### src/rtl/sag_pkg.sv
package sag_pkg;

  // Synchronised view of the four control pins (all active low).
  typedef struct packed {
    logic hs_n;
    logic we_n;
    logic oe_n;
    logic ce_n;
  } pins_t;

  // Value the synchronisers hold in reset: select and enables asserted,
  // store pin idle, so that a write held at power-up sees no false edge.
  localparam pins_t PINS_RST = '{hs_n: 1'b1, we_n: 1'b0, oe_n: 1'b0, ce_n: 1'b0};

  function automatic logic rd_qual(input pins_t p);
    return !p.ce_n && !p.oe_n && p.we_n && p.hs_n;
  endfunction

  function automatic logic wr_qual(input pins_t p);
    return !p.ce_n && !p.we_n && p.hs_n;
  endfunction

  function automatic logic store_qual(input pins_t p);
    return !p.hs_n;
  endfunction

endpackage

### src/rtl/sag_sync.sv
module sag_sync #(
  parameter int          W      = 4,
  parameter int          STAGES = 2,
  parameter logic [W-1:0] RST   = '0
) (
  input  logic         clk,
  input  logic         rst_n,
  input  logic [W-1:0] d,
  output logic [W-1:0] q
);
  logic [STAGES-1:0][W-1:0] st;

  always_ff @(posedge clk or negedge rst_n) begin
    if (!rst_n) begin
      for (int i = 0; i < STAGES; i++) st[i] <= RST;
    end else begin
      st[0] <= d;
      for (int i = 1; i < STAGES; i++) st[i] <= st[i-1];
    end
  end

  assign q = st[STAGES-1];
endmodule

### src/rtl/sag_rearm.sv
module sag_rearm #(
  parameter logic CE_RST = 1'b0,
  parameter logic WE_RST = 1'b0
) (
  input  logic clk,
  input  logic rst_n,
  input  logic ce_n,      // synchronised
  input  logic we_n,      // synchronised
  input  logic nv_busy,
  output logic hold_q,
  output logic hold_eff
);
  logic ce_d, we_d, busy_d;
  logic fresh_fall, nv_end, sel_idle;

  assign fresh_fall = (ce_d && !ce_n) || (we_d && !we_n);
  assign nv_end     = busy_d && !nv_busy;
  assign sel_idle   = ce_n || we_n;

  always_ff @(posedge clk or negedge rst_n) begin
    if (!rst_n) begin
      ce_d   <= CE_RST;
      we_d   <= WE_RST;
      busy_d <= 1'b0;
      hold_q <= 1'b1;
    end else begin
      ce_d   <= ce_n;
      we_d   <= we_n;
      busy_d <= nv_busy;
      if (nv_end)                    hold_q <= 1'b1;
      else if (fresh_fall || sel_idle) hold_q <= 1'b0;
    end
  end

  // Block in the very cycle the nonvolatile cycle ends, before hold_q updates.
  assign hold_eff = hold_q || nv_end;
endmodule

### src/rtl/sram_access_gate.sv
module sram_access_gate
  import sag_pkg::*;
#(
  parameter int SYNC_STAGES = 2
) (
  input  logic clk,
  input  logic rst_n,
  input  logic ce_n,
  input  logic oe_n,
  input  logic we_n,
  input  logic hs_n,
  input  logic nv_busy,
  input  logic low_supply,
  output logic rd_stb,
  output logic wr_stb,
  output logic dq_oe,
  output logic wr_done,
  output logic hw_store_req
);
  localparam int PIN_W = $bits(pins_t);

  pins_t raw_pins, syn_pins;
  logic  hold_q, hold_eff;
  logic  read_ok, write_ok, store_ok;

  assign raw_pins = '{hs_n: hs_n, we_n: we_n, oe_n: oe_n, ce_n: ce_n};

  sag_sync #(
    .W      (PIN_W),
    .STAGES (SYNC_STAGES),
    .RST    (PINS_RST)
  ) u_sync (
    .clk   (clk),
    .rst_n (rst_n),
    .d     (raw_pins),
    .q     (syn_pins)
  );

  sag_rearm #(
    .CE_RST (PINS_RST.ce_n),
    .WE_RST (PINS_RST.we_n)
  ) u_rearm (
    .clk      (clk),
    .rst_n    (rst_n),
    .ce_n     (syn_pins.ce_n),
    .we_n     (syn_pins.we_n),
    .nv_busy  (nv_busy),
    .hold_q   (hold_q),
    .hold_eff (hold_eff)
  );

  // Named qualification events, visible to the bound checker.
  assign read_ok  = rd_qual(syn_pins) && !nv_busy;
  assign write_ok = wr_qual(syn_pins) && !nv_busy && !low_supply && !hold_eff;
  assign store_ok = store_qual(syn_pins) && !nv_busy && !low_supply;

  always_ff @(posedge clk or negedge rst_n) begin
    if (!rst_n) begin
      rd_stb       <= 1'b0;
      wr_stb       <= 1'b0;
      dq_oe        <= 1'b0;
      wr_done      <= 1'b0;
      hw_store_req <= 1'b0;
    end else begin
      rd_stb       <= read_ok;
      wr_stb       <= write_ok;
      dq_oe        <= read_ok;
      wr_done      <= wr_stb && !write_ok;
      hw_store_req <= store_ok;
    end
  end
endmodule


### config.mk
export PLATFORM = sky130hd
export DESIGN_NAME = sram_access_gate
export DESIGN_NICKNAME = d
export VERILOG_FILES = /design/src/rtl/sag_pkg.sv /design/src/rtl/sag_sync.sv /design/src/rtl/sag_rearm.sv /design/src/rtl/sram_access_gate.sv
export SDC_FILE = /design/constraint.sdc
export NUM_CORES = 1
export LEC_CHECK = 0
export ABC_AREA = 0
export BUFFER_PORTS_ARGS = -buffer_cell sky130_fd_sc_hd__buf_2
export CAP_MARGIN = 40
export CORE_AREA = 2 2 39 41
export CTS_CLUSTER_DIAMETER = 50
export DETAILED_ROUTE_END_ITERATION = 8
export DIE_AREA = 0 0 41 43
export GPL_TIMING_DRIVEN = 0
export SKIP_CTS_REPAIR_TIMING = 1
export SLEW_MARGIN = 5
export SYNTH_ARGS = -nofsm -noshare
export SYNTH_HDL_FRONTEND = slang
export SYNTH_SLANG_ARGS = --single-unit
### constraint.sdc
create_clock -name clk -period 1.27 [get_ports clk]
set_input_delay 0.127 -clock clk [delete_from_list [all_inputs] [get_ports clk]]
set_output_delay 0.127 -clock clk [all_outputs]
set_load 0.03 [all_outputs]
==> metrics.md, run 1 <==
| Metric | Value |
|---|---|
| Sw Ratio | `20.4%` |
| Worst path arrival time | `1380 ps` |
| Post-route minimum period | `1230 ps` |
| Core box area | `1380 sq um` |
| Initial antenna violation count | `0` |
| Number of buffers created by CTS | `3` |
| Hold Crit Class | `primary input to flop` |
| Relative slew slack | `77.3%` |
| Starting Density | `34.3%` |
| Switching pwr | `175 uW` |
| RSZ-0062 raised after global routing | `false` |
| Max Used Layer | `met4` |
| Cell Rows | `14` |
| Synthesized area per cell | `18.2 sq um` |
| Die area | `1760 sq um` |
| Final wirelength | `730 um` |
| Vias per inst | `4.43` |
| Worst vdd ir | `0.676 mV` |
| Largest area contributor in the netlist | `dfrtp_1` |
| Critical Path RT | `1430 ps` |
| Max Clk Rate | `0.816 GHz` |
| Hold Path Depth | `2` |
| Residual DRC | `0` |
| Ys Warns | `0` |
| Critical-path maximum fanout | `3` |
| Synth cell types | `11` |
| Finished Core Util | `47.2%` |
| FF-to-FF path depth | `2` |
| Most common library cells after synthesis | `dfrtp_1, dfstp_2, nor4_1` |
| Avg WL per Cell | `11.2 um` |
| Synth Flop Type | `dfrtp_1` |
| Cell area after synthesis | `474 sq um` |
| Clock Pin Slew Worst Setup and Hold Paths | `80 ps` |
| Class of the most critical setup path | `flop to flop` |
| Clk sinks | `16` |
| Ys async rst share | `100%` |
| Maxcap violations | `0` |
| Clock power share | `30.2%` |
| Internal | `686 uW` |
| Cell count after synthesis | `26` |
| GRT Util Overall | `11.3%` |
| Gp weighted congestion | `0.652` |
| DR WL met2 | `399 um` |
| Clock Skew | `3.85 ps` |
| EDFF count, synth | `0` |
| Clock root buffer master | `clkbuf_4` |
| #FFs+latches synth | `16` |
| Vias | `288` |
| Storage cell area | `404 sq um` |
| Clock latency on the worst-skew pair | `270 ps` |
| Final setup TNS | `0 ps` |
| Final Hold Viols | `0` |
| Final ANT Viol Nets | `0` |
| Die width | `41 um` |
| Slew @ Worst Pin | `340 ps` |
| Final setup fails | `0` |
| R2r endpoint | `wr_done` |
| Detailed Routing Iterations Pass 1 | `4` |
| Sequential fraction of the synthesis area | `85.2%` |
| I/O Pins | `13` |
| Syn nets | `34` |
| Die Ht | `43 um` |
| Status | `completed` |
| CTS tree | `yes` |
| Clock buffer depth | `2` |
| IO buf count | `12` |
| Vias in the first global route | `287` |
| Initial drt markers | `3` |
| Slew Viols, Final | `0` |
| Total Power | `862 uW` |
| Power share of the combinational group | `6.6%` |
| Fillers | `134` |
| P_leak | `0.314 nW` |
| R2r startpoint | `u_sync.q[0]` |
| Met3 wire length | `40 um` |
| Area grow syn2layout | `37.7%` |
| Min-delay src | `low_supply` |
| Largest net degree at the start of global routing | `17` |
| Sequential Power Share | `63.2%` |
| Multi-input logic area | `63.8 sq um` |
| First-pass GRT wire length | `1.25 mm` |
| Yosys top cell area share | `68.6%` |
| Top cells by area, synth | `dfrtp_1, dfstp_2, nor4_1` |
| PwrDens | `1320 nW/um^2` |
| Layout cell share with drive strength beyond 1 | `42.9%` |
| Ant diodes | `0` |
| Reg2Reg Setup Slack | `40 ps` |
| CP startpoint kind | `flop` |
| CTS H-Tree Depth | `1` |
| Hold EP | `hw_store_req` |
| Top-count cell post-synth | `dfrtp_1` |
| Total gr overflow | `0` |
| Worst setup EP type | `flop` |
| Final period utilization | `96.5%` |
| Nets | `58` |
| M1 WL | `283 um` |
-- cell families (layout without fill, tap and decap cells) --
logic type | Yosys count | in the layout | synth area share (%)
flops | 16 | 16 | 85.2
simple gates | 6 | 6 | 8.18
compound gates | 2 | 2 | 4.22
buf+inv | 2 | 25 | 2.37
-- worst max-delay path, stage by stage (launching register included) --
cell and delay, ps:
dfrtp_1 400, or3_4 390, o41a_1 310
-- through the flow --
stage          instances  hold WS (ps)  area [sq um]  setup slack, ps
2_1_floorplan         26          -169           474             91.0
3_5_place_dp          54          51.7           554             25.9
5_1_grt               65          15.1           653             1.84
3_3_place_gp          54          37.2           554             60.5
4_1_cts               58          -255           581             16.0
6_report              65          19.8           653             44.7
-- routing by layer --
metal	global-route usage (%)	vias up
met4	8.00	0
met5	0	-
met2	16.6	10
met3	4.71	2
met1	12.4	141
li1	-	135
-- power groups by stage --
stage | Combinational, mW | Clock [mW] | Sequential, mW
2_1_floorplan | 0.00944 | 0 | 0.557
3_3_place_gp | 0.0377 | 0 | 0.554
3_5_place_dp | 0.0400 | 0 | 0.555
4_1_cts | 0.0402 | 0.275 | 0.545
5_1_grt | 0.0634 | 0.299 | 0.549
6_report | 0.0568 | 0.260 | 0.545
-- worst max-delay path by stage --
stage                           start  endpoint  slack (ps)  cells past startpoint
after floorplan           u_sync.q[0]   wr_done          90                      2
after global placement    u_sync.q[0]   wr_done          60                      2
after detailed placement  u_sync.q[0]   wr_done          30                      2
after CTS                 u_sync.q[0]   wr_done          20                      2
after global routing      u_sync.q[0]   wr_done           2                      2
final                     u_sync.q[0]   wr_done          40                      2
-- placed cells by master (no fill, tap or decap) --
cell            n
dfrtp_1        13
buf_2          12
dlygate4sd3_1   6
clkbuf_4        3
dfstp_2         3
nor4_1          2
buf_4           2
nand2b_1        1
or3_4           1
nor3_1          1
o41a_1          1
nor4b_1         1
inv_1           1
a22o_1          1
clkbuf_1        1
-- layout make-up --
type / instances / share of cell area (%)
buffer: 1 / 1.15
clock buffer: 4 / 4.02
inverter: 1 / 0.575
multi-input combinational: 8 / 9.77
sequential: 16 / 61.9
tap: 16 / 3.07
timing repair buffer: 19 / 19.5
No activity file was read; power rests on OpenSTA's default activity.
==> inputs of run 2 (changes only) <==
--- a/config.mk
+++ b/config.mk
@@ -14,7 +14,7 @@
 export DIE_AREA = 0 0 41 43
 export GPL_TIMING_DRIVEN = 0
 export SKIP_CTS_REPAIR_TIMING = 1
-export SLEW_MARGIN = 5
+export SLEW_MARGIN = 20
 export SYNTH_ARGS = -nofsm -noshare
 export SYNTH_HDL_FRONTEND = slang
 export SYNTH_SLANG_ARGS = --single-unit
==> constraint.sdc (replaced) <==
create_clock -name clk -period 1.6 [get_ports clk]
set_input_delay 0.16 -clock clk [delete_from_list [all_inputs] [get_ports clk]]
set_output_delay 0.16 -clock clk [all_outputs]
set_load 0.005 [all_outputs]
==> run 2 against run 1 <==
  * Via count down 2.4%
  * Setup slack better by 300 ps
  * Non-clock buffer count down 2
  * Critical path depth unchanged
  * Final cell count down 3.1%
  * Cell area down 3.4%
  * Sequential share of layout area up 2.2 points
  * Maximum frequency down 2.2%
  * Die area unchanged
  * First-iteration DRC count unchanged
  * Sequential power down 21%
  * Hold slack better by 7.8 ps
==> metrics.md, run 2 (synthesis results as in run 1) <==
| Metric | Value |
|---|---|
| Worst setup margin | `347 ps` |
| Area grow syn2layout | `33.0%` |
| Initial antenna violation count | `0` |
| Post-route minimum period | `1250 ps` |
| Initial drt markers | `3` |
| Vias per inst | `4.46` |
| Critical-path maximum fanout | `4` |
| Avg WL per Cell | `11.4 um` |
| Clock latency on the worst-skew pair | `270 ps` |
| Die width | `41 um` |
| Critical Path Max Stage Delay | `410 ps` |
| Cell Rows | `14` |
| Final Hold Viols | `0` |
| Number of buffers created by CTS | `3` |
| Pre-CTS WS | `356 ps` |
| Final setup TNS | `0 ps` |
| Clock Skew | `3.85 ps` |
| CP startpoint kind | `flop` |
| Clock Pin Slew Worst Setup and Hold Paths | `80 ps` |
| CP max stage cell | `dfrtp_1` |
| CTS tree | `yes` |
| Maxcap violations | `0` |
| Die area | `1760 sq um` |
| Nets | `56` |
| Max Clk Rate | `0.798 GHz` |
| Largest net degree at the start of global routing | `17` |
| Worst path arrival time | `1410 ps` |
| CP top delay family | `flip-flops` |
| RSZ-0062 raised after global routing | `false` |
| Total gr overflow | `0` |
| Class of the most critical setup path | `flop to flop` |
| Hold Crit Class | `primary input to flop` |
| Final wirelength | `718 um` |
| GRT Util Overall | `11.3%` |
| Detailed Routing Iterations Pass 1 | `4` |
| Worst path bufs/invs | `0` |
| Starting Density | `34.3%` |
| Vias in the first global route | `287` |
| First-pass GRT wire length | `1.25 mm` |
| Final ANT Viol Nets | `0` |
| Commonest non-fill, non-tap cell in the layout | `dfrtp_1` |
| Fillers | `137` |
| Most frequent cells in the layout | `dfrtp_1, buf_2, dlygate4sd3_1, clkbuf_4, dfstp_2` |
| Final period utilization | `78.3%` |
| IO buf count | `12` |
| CP Cell Sequence | `or3_1 -> o41a_1` |
| Worst vdd ir | `0.535 mV` |
| Layout cell share with drive strength beyond 1 | `40.4%` |
| Die Ht | `43 um` |
| PwrDens | `1070 nW/um^2` |
| Gp weighted congestion | `0.652` |
| P_leak | `0.304 nW` |
| Critical Path RT | `1760 ps` |
| Final setup fails | `0` |
| Vias | `281` |
| Relative slew slack | `77.4%` |
| Core box area | `1380 sq um` |
| Status | `completed` |
| Clock root buffer master | `clkbuf_4` |
| Residual DRC | `0` |
| CTS H-Tree Depth | `1` |
| I/O Pins | `13` |
| Worst setup EP type | `flop` |
| Slew Viols, Final | `0` |
| Ant diodes | `0` |
| Clk sinks | `16` |
| Clock buffer depth | `2` |
| Slew @ Worst Pin | `339 ps` |
[run 2: cell count changes in the layout (fill, tap and decap cells not counted)]
cell	before	now
buf_4	2	1
or3_1	0	1
or3_4	1	0
dlygate4sd3_1	6	5
[run 2: power breakdown]
part           leakage [nW]  internal, mW  switching (mW)  total (mW)
registers             0.192         0.425         0.00815       0.433
logic                0.0973        0.0197          0.0160      0.0357
clock network        0.0150        0.0965           0.110       0.206
[run 2: final cells by class]
class,instances,area (sq um),share of cell area [%]
Buffer,1,7.51,1.19
Clock buffer,4,26.3,4.17
Inverter,1,3.75,0.595
Multi-Input combinational cell,8,58.8,9.33
Sequential cell,16,404,64.1
Tap cell,16,20.0,3.17
Timing Repair Buffer,17,110,17.5
[run 2: path summary, 6_finish.rpt]
path                              startpoint              to  slack (ps)  cells after the start
worst min register to register  u_sync.st[2]     u_sync.q[2]         360                      0
max in group asynchronous              rst_n  u_rearm.hold_q         990                      2
worst min-delay path                 nv_busy  u_rearm.busy_d          30                      1
min in group asynchronous              rst_n     u_sync.q[1]         310                      2
worst max-delay path             u_sync.q[0]         wr_done         350                      2
worst max register to register   u_sync.q[0]         wr_done         350                      2
[run 2: per-stage QoR]
| stage | total power [mW] | area [sq um] | utilization (%) | instances | hold WS, ps |
|---|---|---|---|---|---|
| detailed placement | 0.468 | 554 | 40.1 | 54 | 84.7 |
| global placement | 0.465 | 554 | 40.1 | 54 | 70.2 |
| global route | 0.713 | 631 | 45.6 | 63 | 15.5 |
| floorplan | 0.445 | 474 | - | 26 | -136 |
| finish | 0.675 | 631 | 45.6 | 63 | 27.6 |
| CTS | 0.679 | 581 | 42.0 | 58 | -222 |
[run 2: per-layer routing]
layer	part of all wire (%)	GRT usage, %
met1	38	12.4
met2	55	16.6
met3	5.6	4.71
met4	0.97	8.00
met5	0	0
